File: src/rtl/smw_pkg.sv
package smw_pkg;

   // control byte, field order follows the bit positions 2:0
   typedef struct packed {
      logic win_off;   // 1 = window not decoded
      logic run;       // 1 = DSP released from reset
      logic bank;      // window bank select
   } ctrl_t;

   localparam int CTRL_W = $bits(ctrl_t);

   localparam ctrl_t CTRL_RST = '{win_off: 1'b1, run: 1'b0, bank: 1'b0};

   typedef enum logic [1:0] {
      OWN_NONE = 2'd0,
      OWN_HOST = 2'd1,
      OWN_DSP  = 2'd2
   } owner_e;

endpackage

File: src/rtl/smw_ctrl.sv
module smw_ctrl
   import smw_pkg::*;
#(
   parameter int               IO_AW    = 3,
   parameter logic [IO_AW-1:0] CTRL_OFS = 3'd4,
   parameter logic [3:0]       XVER     = 4'h3,
   parameter logic             BTYPE    = 1'b0,
   parameter logic [1:0]       BVER     = 2'b10
) (
   input  logic             clk,
   input  logic             rst_n,
   input  logic             io_wr,
   input  logic             io_rd,
   input  logic [IO_AW-1:0] io_addr,
   input  logic [7:0]       io_wdata,
   output logic [7:0]       io_rdata,
   output ctrl_t            ctrl
);

   localparam logic [7:0] INFO_BYTE = {XVER, 1'b1, BTYPE, BVER};

   logic  hit;
   ctrl_t ctrl_q;
   ctrl_t ctrl_nxt;

   if (IO_AW < 1) begin : g_bad_io
      $error("smw_ctrl: IO_AW must be at least 1");
   end

   assign hit      = (io_addr == CTRL_OFS);
   // upper bits of the written byte fall away in the modulo
   assign ctrl_nxt = ctrl_t'(CTRL_W'(io_wdata % (1 << CTRL_W)));

   always_ff @(posedge clk or negedge rst_n) begin
      if (!rst_n) begin
         ctrl_q <= CTRL_RST;
      end else if (io_wr && hit) begin
         ctrl_q <= ctrl_nxt;
      end
   end

   always_comb begin
      io_rdata = '0;
      if (io_rd && hit && !ctrl_q.run) begin
         io_rdata = INFO_BYTE;
      end
   end

   assign ctrl = ctrl_q;


   run_rise_chk: assert property (@(posedge clk) disable iff (!rst_n)
      $rose(ctrl_q.run) |-> $past(io_wr && hit && io_wdata[1]));


   info_gate_chk: assert property (@(posedge clk) disable iff (!rst_n)
      (io_rdata != 8'h00) |-> (!ctrl_q.run && io_rd));

endmodule

File: src/rtl/smw_map.sv
module smw_map #(
   parameter int              HOST_AW  = 15,
   parameter int              MEM_AW   = 15,
   parameter int              DSP_AW   = 16,
   parameter logic [DSP_AW-1:0] DSP_BASE = 16'h4000
) (
   input  logic              bank,
   input  logic [HOST_AW-1:0] host_addr,
   input  logic [DSP_AW-1:0]  dsp_addr,
   output logic [MEM_AW-1:0]  host_phys,
   output logic [MEM_AW-1:0]  dsp_phys
);

   localparam int WORD_AW = HOST_AW - 1;

   logic [WORD_AW-1:0] host_word;

   if (MEM_AW != HOST_AW) begin : g_bad_aw
      $error("smw_map: memory word address must be host word bits plus bank bit");
   end
   if (DSP_AW < MEM_AW) begin : g_bad_dsp
      $error("smw_map: DSP address narrower than memory address");
   end

   // two host bytes per memory word
   assign host_word = WORD_AW'(host_addr >> 1);
   assign host_phys = {bank, host_word};

   // DSP address space starts at DSP_BASE
   assign dsp_phys  = MEM_AW'(dsp_addr - DSP_BASE);

endmodule

File: src/rtl/smw_arb.sv
module smw_arb
   import smw_pkg::*;
#(
   parameter int HOST_DW = 16,
   parameter int MEM_DW  = 24,
   parameter int MEM_AW  = 15
) (
   input  logic                clk,
   input  logic                rst_n,
   input  logic                win_en,
   input  logic                hm_req,
   input  logic                hm_we,
   input  logic [HOST_DW/8-1:0] hm_be,
   input  logic [HOST_DW-1:0]  hm_wdata,
   input  logic [MEM_AW-1:0]   host_phys,
   output logic [HOST_DW-1:0]  hm_rdata,
   output logic                hm_rvalid,
   input  logic                dsp_req,
   input  logic                dsp_we,
   input  logic [MEM_DW-1:0]   dsp_wdata,
   input  logic [MEM_AW-1:0]   dsp_phys,
   output logic [MEM_DW-1:0]   dsp_rdata,
   output logic                dsp_rvalid,
   output logic                dsp_wait,
   output logic                mem_en,
   output logic                mem_we,
   output logic [MEM_AW-1:0]   mem_addr,
   output logic [MEM_DW/8-1:0] mem_be,
   output logic [MEM_DW-1:0]   mem_wdata,
   input  logic [MEM_DW-1:0]   mem_rdata
);

   localparam int MEM_LANES  = MEM_DW / 8;
   localparam int HOST_LANES = HOST_DW / 8;
   localparam int HID_LANES  = MEM_LANES - HOST_LANES;
   localparam int HID_W      = HID_LANES * 8;

   logic                 host_go;
   logic                 dsp_go;
   logic [MEM_LANES-1:0] host_be;
   logic [MEM_DW-1:0]    host_wword;
   owner_e               rd_own_q;

   if ((MEM_DW % 8) != 0 || (HOST_DW % 8) != 0) begin : g_bad_dw
      $error("smw_arb: data widths must be whole bytes");
   end
   if (HOST_DW >= MEM_DW) begin : g_bad_hid
      $error("smw_arb: host path must be narrower than the memory word");
   end

   // hidden low lanes are never written from the host side
   for (genvar i = 0; i < MEM_LANES; i++) begin : g_lane
      if (i < HID_LANES) begin : g_hid
         assign host_be[i] = 1'b0;
      end else begin : g_vis
         assign host_be[i] = hm_be[i-HID_LANES];
      end
   end

   assign host_wword = {hm_wdata, {HID_W{1'b0}}};

   // host has priority over the DSP
   assign host_go  = hm_req && win_en;
   assign dsp_go   = dsp_req && !host_go;
   assign dsp_wait = dsp_req && host_go;

   always_comb begin
      mem_en    = host_go || dsp_go;
      mem_we    = 1'b0;
      mem_addr  = dsp_phys;
      mem_be    = '1;
      mem_wdata = dsp_wdata;
      if (host_go) begin
         mem_we    = hm_we;
         mem_addr  = host_phys;
         mem_be    = host_be;
         mem_wdata = host_wword;
      end else if (dsp_go) begin
         mem_we    = dsp_we;
      end
   end

   always_ff @(posedge clk or negedge rst_n) begin
      if (!rst_n) begin
         rd_own_q <= OWN_NONE;
      end else if (host_go && !hm_we) begin
         rd_own_q <= OWN_HOST;
      end else if (dsp_go && !dsp_we) begin
         rd_own_q <= OWN_DSP;
      end else begin
         rd_own_q <= OWN_NONE;
      end
   end

   assign hm_rvalid  = (rd_own_q == OWN_HOST);
   assign dsp_rvalid = (rd_own_q == OWN_DSP);
   assign hm_rdata   = hm_rvalid ? mem_rdata[MEM_DW-1:HID_W] : '0;
   assign dsp_rdata  = dsp_rvalid ? mem_rdata : '0;


   host_rvalid_chk: assert property (@(posedge clk) disable iff (!rst_n)
      hm_rvalid |-> $past(hm_req && win_en && !hm_we));


   dsp_rvalid_chk: assert property (@(posedge clk) disable iff (!rst_n)
      dsp_rvalid |-> $past(dsp_req && !dsp_wait && !dsp_we));


   win_off_chk: assert property (@(posedge clk) disable iff (!rst_n)
      (hm_req && !win_en && !dsp_req) |-> !mem_en);


   hidden_lane_chk: assert property (@(posedge clk) disable iff (!rst_n)
      (mem_en && mem_we && hm_req && win_en) |-> (mem_be[HID_LANES-1:0] == '0));


   host_first_chk: assert property (@(posedge clk) disable iff (!rst_n)
      (hm_req && win_en && dsp_req) |-> (dsp_wait && mem_en));

endmodule

File: src/rtl/smw_bridge.sv
module smw_bridge
   import smw_pkg::*;
#(
   parameter int                HOST_AW  = 15,
   parameter int                HOST_DW  = 16,
   parameter int                MEM_DW   = 24,
   parameter int                DSP_AW   = 16,
   parameter logic [DSP_AW-1:0] DSP_BASE = 16'h4000,
   parameter int                IO_AW    = 3,
   parameter logic [IO_AW-1:0]  CTRL_OFS = 3'd4,
   parameter logic [3:0]        XVER     = 4'h3,
   parameter logic              BTYPE    = 1'b0,
   parameter logic [1:0]        BVER     = 2'b10,
   localparam int               MEM_AW   = HOST_AW,
   localparam int               MEM_LN   = MEM_DW / 8,
   localparam int               HOST_LN  = HOST_DW / 8
) (
   input  logic               clk,
   input  logic               rst_n,
   input  logic               io_wr,
   input  logic               io_rd,
   input  logic [IO_AW-1:0]   io_addr,
   input  logic [7:0]         io_wdata,
   output logic [7:0]         io_rdata,
   output logic               dsp_rst_n,
   input  logic               hm_req,
   input  logic               hm_we,
   input  logic [HOST_AW-1:0] hm_addr,
   input  logic [HOST_LN-1:0] hm_be,
   input  logic [HOST_DW-1:0] hm_wdata,
   output logic [HOST_DW-1:0] hm_rdata,
   output logic               hm_rvalid,
   input  logic               dsp_req,
   input  logic               dsp_we,
   input  logic [DSP_AW-1:0]  dsp_addr,
   input  logic [MEM_DW-1:0]  dsp_wdata,
   output logic [MEM_DW-1:0]  dsp_rdata,
   output logic               dsp_rvalid,
   output logic               dsp_wait,
   output logic               mem_en,
   output logic               mem_we,
   output logic [MEM_AW-1:0]  mem_addr,
   output logic [MEM_LN-1:0]  mem_be,
   output logic [MEM_DW-1:0]  mem_wdata,
   input  logic [MEM_DW-1:0]  mem_rdata
);

   ctrl_t             ctrl;
   logic [MEM_AW-1:0] host_phys;
   logic [MEM_AW-1:0] dsp_phys;

   smw_ctrl #(
      .IO_AW    (IO_AW),
      .CTRL_OFS (CTRL_OFS),
      .XVER     (XVER),
      .BTYPE    (BTYPE),
      .BVER     (BVER)
   ) i_ctrl (
      .clk      (clk),
      .rst_n    (rst_n),
      .io_wr    (io_wr),
      .io_rd    (io_rd),
      .io_addr  (io_addr),
      .io_wdata (io_wdata),
      .io_rdata (io_rdata),
      .ctrl     (ctrl)
   );

   smw_map #(
      .HOST_AW  (HOST_AW),
      .MEM_AW   (MEM_AW),
      .DSP_AW   (DSP_AW),
      .DSP_BASE (DSP_BASE)
   ) i_map (
      .bank      (ctrl.bank),
      .host_addr (hm_addr),
      .dsp_addr  (dsp_addr),
      .host_phys (host_phys),
      .dsp_phys  (dsp_phys)
   );

   smw_arb #(
      .HOST_DW (HOST_DW),
      .MEM_DW  (MEM_DW),
      .MEM_AW  (MEM_AW)
   ) i_arb (
      .clk        (clk),
      .rst_n      (rst_n),
      .win_en     (!ctrl.win_off),
      .hm_req     (hm_req),
      .hm_we      (hm_we),
      .hm_be      (hm_be),
      .hm_wdata   (hm_wdata),
      .host_phys  (host_phys),
      .hm_rdata   (hm_rdata),
      .hm_rvalid  (hm_rvalid),
      .dsp_req    (dsp_req),
      .dsp_we     (dsp_we),
      .dsp_wdata  (dsp_wdata),
      .dsp_phys   (dsp_phys),
      .dsp_rdata  (dsp_rdata),
      .dsp_rvalid (dsp_rvalid),
      .dsp_wait   (dsp_wait),
      .mem_en     (mem_en),
      .mem_we     (mem_we),
      .mem_addr   (mem_addr),
      .mem_be     (mem_be),
      .mem_wdata  (mem_wdata),
      .mem_rdata  (mem_rdata)
   );

   assign dsp_rst_n = ctrl.run;


   reset_state_chk: assert property (@(posedge clk)
      $rose(rst_n) |-> (!dsp_rst_n && !mem_en));

endmodule

File: config.mk
export PLATFORM = sky130hd
export DESIGN_NAME = smw_bridge
export DESIGN_NICKNAME = d
export VERILOG_FILES = /design/src/rtl/smw_pkg.sv /design/src/rtl/smw_ctrl.sv /design/src/rtl/smw_map.sv /design/src/rtl/smw_arb.sv /design/src/rtl/smw_bridge.sv
export SDC_FILE = /design/constraint.sdc
export NUM_CORES = 1
export LEC_CHECK = 0
export BUFFER_PORTS_ARGS = -buffer_cell sky130_fd_sc_hd__buf_2
export CELL_PAD_IN_SITES_DETAIL_PLACEMENT = 0
export CELL_PAD_IN_SITES_GLOBAL_PLACEMENT = 1
export CORE_MARGIN = 1.5
export CORE_UTILIZATION = 17
export CTS_CLUSTER_SIZE = 28
export DETAILED_ROUTE_END_ITERATION = 6
export PLACE_DENSITY_LB_ADDON = 0.1
export SYNTH_ARGS = -nofsm -noshare
export SYNTH_HDL_FRONTEND = slang
export SYNTH_HIERARCHICAL = 1
export SYNTH_SLANG_ARGS = --single-unit
File: constraint.sdc
create_clock -name clk -period 1.4 [get_ports clk]
set_input_delay 0.14 -clock clk [delete_from_list [all_inputs] [get_ports clk]]
set_output_delay 0.14 -clock clk [all_outputs]
set_load 0.05 [all_outputs]
Yosys cells after proc, flatten, opt, wreduce, memory -nomap -nowiden

Index checks and enable logic that the tools add are counted.

Register bits: 5
Input port bits: 116
Logic and storage cells: 32

$add $sub $neg: 1
Equal/unequal tests: 3
Muxes and demuxes: 10
Reductions and logical operators: 14

Operators by type and width:

| cell                   | number |
|---|---|
| $mux 24                | 2 |
| $mux 16                | 1 |
| $mux 15                | 1 |
| $sub 15x15->15 const B | 1 |
| $logic_and 1x1->1      | 8 |
| $mux 6                 | 1 |
| $logic_not 1->1        | 5 |
| $mux 2                 | 2 |
| $eq 3x3->1 const B     | 1 |
| $mux 3                 | 1 |
| $eq 2x1->1 const B     | 1 |
| $eq 2x2->1 const B     | 1 |
| $mux 1                 | 2 |
| $logic_or 1x1->1       | 1 |

Longest topological paths before layout

Depth after elaboration: 7
Mapped depth: 4
Mapped depth without buffers: 3

Cells and area by module

The synthesis kept the hierarchy.

By module, submodules not included:

| module     | times used | cells each | area each (µm²) | seq. area each (µm²) |
|---|---|---|---|---|
| smw_arb    | 1          | 99         | 924.6           | 50.0 |
| smw_map    | 1          | 30         | 221.5           | 0.0 |
| smw_ctrl   | 1          | 17         | 207.7           | 76.3 |
| smw_bridge | 1          | 1          | 3.8             | 0.0 |

Worst setup path after synthesis

Ideal clock, no wire load.

Path kind: register to output
From: register i_ctrl.ctrl_q (netlist bit i_ctrl/ctrl[1])
To: output port io_rdata[3]
Data arrival time: 1542 ps
Data required time: 1260 ps
Path slack: -282 ps
Cell stages (with the launch flop): 3
Path buffers: 1
Cells stage by stage: dfrtp_1 -> and4b_1 -> buf_4

Cells in the longest elaborated chain, start to end: 3

Ends and longest elaborated chain:

| element                | line             | source |
|---|---|---|
| start, declared        | smw_ctrl.sv:23   | `ctrl_t ctrl_q;` |
| start signal, assigned | smw_ctrl.sv:38   | `ctrl_q <= ctrl_nxt;` |
| $logic_not 1->1        | smw_ctrl.sv:44   | `if (io_rd && hit && !ctrl_q.run) begin` |
| $logic_and 1x1->1      | smw_ctrl.sv:44   |  |
| $mux 6                 | smw_ctrl.sv:44   |  |
| end, declared          | smw_bridge.sv:24 | `output logic [7:0] io_rdata,` |

No other way between the ends.

Worst setup path in the final report

From: register i_ctrl.ctrl_q (netlist bit i_ctrl/ctrl[2])
To: output port mem_addr[2]

Cells in the longest elaborated chain, start to end: 3

Ends and longest elaborated chain:

| element           | line             | source |
|---|---|---|
| $logic_not 1->1   | smw_bridge.sv:89 | `.win_en (!ctrl.win_off),` |
| $logic_and 1x1->1 | smw_arb.sv:63    | `assign host_go = hm_req && win_en;` |
| $mux 15           | smw_arb.sv:73    | `if (host_go) begin` |
| end, declared     | smw_bridge.sv:42 | `output logic [MEM_AW-1:0] mem_addr,` |

No other way between the ends.

==> metrics.md <==
| Metric | Value |
|---|---|
| Status | finished, violations left |
| Failing checks | setup timing |
| Psw | 1280 uW |
| Ys Warns | 6 |
| Unrepaired setup endpoints after global routing | true |
| Die extent in y | 92.4 um |
| Final WS setup | -302 ps |
| CP Class | reg2out |
| DIE WIDTH | 92.4 um |
| Final-stage net count | 451 |
| Clk buf depth | 2 |
| IO buf count | 200 |
| Worst EP arrival | 1560 ps |
| Cells after Synth | 147 |
| Count leader, synth | and2_1 |
| Post-synth EDFFs | 0 |
| Die area | 0.00853 sq mm |
| Critical path startpoint | i_ctrl/ctrl[2]$_DFFE_PN1P_ |
| Setup Slack @ Placement | -155 ps |
| Synth top area share | 31.0% |
| Reg2Reg Depth | 7 |
| I/O Pins | 212 |
| Reg2reg end | i_arb/rd_own_q[1]$_DFF_PN0_ |
| Ranking of synthesized cells by area | mux2_4 (31%), and2_1 (22%), buf_4 (20%) |
| Initial antenna violation count | 0 |
| Ys flop type | dfrtp_1 |
| Tot GR Track Use | 11.7% |
| Crit-path max cell delay | 550 ps |
| Synth cell types | 21 |
| Synth Cell Area | 0.00136 sq mm |
| Net Sw Frac | 47.1% |
| Slowest cell on the critical path | dfstp_2 |
| Seq/Total Area, Yosys | 9.31% |
| Critical Path Stages | 5 |
| Worst hold start | hm_we |
| Synth top cells by count | and2_1 (48), buf_4 (36), mux2_4 (28), mux2_2 (6), dfrtp_1 (4) |
| Final min period | 1700 ps |
| VDD IR max | 0.450 mV |
| Final hold viol count | 0 |
| WL final | 5390 um |
| Clock Power Share | 9.7% |
| Worst path cell trace | inv_4 -> nand2_8 -> buf_16 -> mux2_4 -> buf_6 |
| Seq pwr share | 7.1% |
| Worst min path class | in2reg |
| Pin count of the biggest net entering global routing | 18 |
| Pins Over Slew Limit | 0 |
| Comb pwr share | 83.2% |
| Synthesized flop and latch total | 5 |
| Antenna Nets Post-Route | 0 |
| Core Util, Final | 44.6% |
| Leakage power | 0.00187 uW |
| CTS H-tree depth | 1 |
| Synth-to-layout area growth | 154% |
| Internal | 1440 uW |
| Avg Cell Area, Syn | 9.24 sq um |
| Worst flop-to-flop path startpoint | i_ctrl/ctrl[2]$_DFFE_PN1P_ |
| FF-to-FF setup slack | 70 ps |
| # rows | 32 |
| Reg clk slew, reported paths | 30 ps |
| Post-detailed-route wirelength per cell | 12.4 um |
| Clock Latency Late Sink | 220 ps |
| Power Dens Cells | 789 mW/mm^2 |
| CTS buffer count | 3 |
| Critical Path End | mem_addr[2] |
| Drt pass-1 iters | 4 |
| DRT iter0 DRCs | 16 |
| Vias in the first global route | 1742 |
| Period utilisation layout | 122% |
| RePlAce Congestion | 0.701 |
| Max Fanout on Critical Path | 8 |
| Layout cell share with drive strength beyond 1 | 94.9% |
| Hold Crit Depth | 2 |
| Initial Util | 17.6% |
| Dominant cell type by area after synthesis | mux2_4 |
| Clk sinks | 5 |
| Fmax achieved | 587 MHz |
| # diodes | 0 |
| TritonCTS clock tree | built |
| Worst EP required | 1260 ps |
| CP endpoint kind | primary output |
| Root buf cell | clkbuf_8 |
| Async set-or-reset flop fraction in the synthesized netlist | 100% |
| CP delay by family, top | flip-flops |
| Max Cap Viol | 0 |
| Startpoint class of the critical path | flip-flop |
| Clock Skew | 0.0588 ps |
| GRT overflow | 0 |
| Vias per cell | 3.89 |
| DRC | 0 |
| Final setup vio count | 69 |
| Core Area | 0.00773 sq mm |
| Crit path buf inv count | 3 |
| First-pass GRT wire length | 7980 um |
| Placed wire-length estimate | 3990 um |
| Vias | 1694 |
==> worst min path at each step <==
stage / slack, ps / endpoint
finish: 90 / i_arb/rd_own_q[0]$_DFF_PN0_
global route: 110 / i_arb/rd_own_q[0]$_DFF_PN0_
CTS: 90 / i_arb/rd_own_q[0]$_DFF_PN0_
detailed placement: -40 / i_ctrl/ctrl[0]$_DFFE_PN0P_
global placement: -40 / i_ctrl/ctrl[0]$_DFFE_PN0P_
floorplan: -160 / i_arb/rd_own_q[0]$_DFF_PN0_
==> placed cells by master, fill, tap and decap left out, drive strengths merged <==
cell and count:
clkbuf 5, and2 48, and2b 2, mux2 34, nand2b 1, and4bb 1
dlygate4sd3 1, nand2 1, a31o 1, or2 2, dfstp 1, buf 221
and3b 1, nor2 2, inv 2, and3 2, conb 4, dfrtp 4
and4b 1
==> cells by family after synthesis <==
| family | share of synthesized area (%) |
|---|---|
| other cells | 0.276 |
| flops | 9.31 |
| buf+inv | 24.3 |
| simple gates | 29.5 |
| mux | 35.9 |
| compound gates | 0.645 |
==> state kept, by name (all words and copies together), names as in the netlist <==
signal,cells
i_arb/rd_own_q,2
i_ctrl/ctrl,3
==> power groups by stage <==
| stage | registers, uW | clock network (uW) | logic, uW |
|---|---|---|---|
| after floorplan | 209 | 0 | 1310 |
| after global placement | 189 | 0 | 1660 |
| after detailed placement | 191 | 0 | 1650 |
| after CTS | 191 | 272 | 2200 |
| after global routing | 197 | 286 | 2360 |
| final | 193 | 264 | 2270 |
==> worst reg2reg max path, stage by stage (launching register included) <==
cell and delay (ps):
dfstp_2 550, inv_4 50, nand2_8 120, buf_12 120
buf_6 90, buf_4 90, buf_4 90, and3b_1 150
==> cell type report <==
cell class | instances | area (sq um)
fillers | 723 | 4280
repair buffers | 223 | 2060
multi-input cells | 100 | 1080
flip-flops and latches | 5 | 128
well taps | 102 | 128
clock buffers | 4 | 45.0
inverters | 2 | 10.0
==> through the flow <==
step / setup TNS (ps) / instance area, sq um / hold slack, ps / instances / total power (uW)
global route: -16650 / 3450 / 109 / 436 / 2840
finish: -12530 / 3450 / 86.4 / 436 / 2720
CTS: -15040 / 3350 / 87.7 / 436 / 2670
detailed placement: -4360 / 2340 / -43.0 / 418 / 1840
global placement: -3770 / 2340 / -38.6 / 418 / 1850
floorplan: -303 / 1420 / -156 / 150 / 1520
==> timing repair <==
action | 4_1_cts | 5_1_grt
resized for setup | 241 | 44
setup buffers | 8 | 3
endpoints found under the setup margin | 85 | 87
hold buffers | 1 | 0
endpoints found under the hold margin | 5 | 0
gates cloned | 5 | 0
pin swaps | 21 | 13
==> metal layers <==
metal  vias up  global-route usage [%]  share of wire [%]
li1        812                       -                  -
met1       749                    12.1                 34
met2       129                    23.0                 54
met3         4                    2.22                 11
met4         0                    3.85                1.1
met5         -                       0                  0
Note: power is estimated with default switching activity, not from simulation.
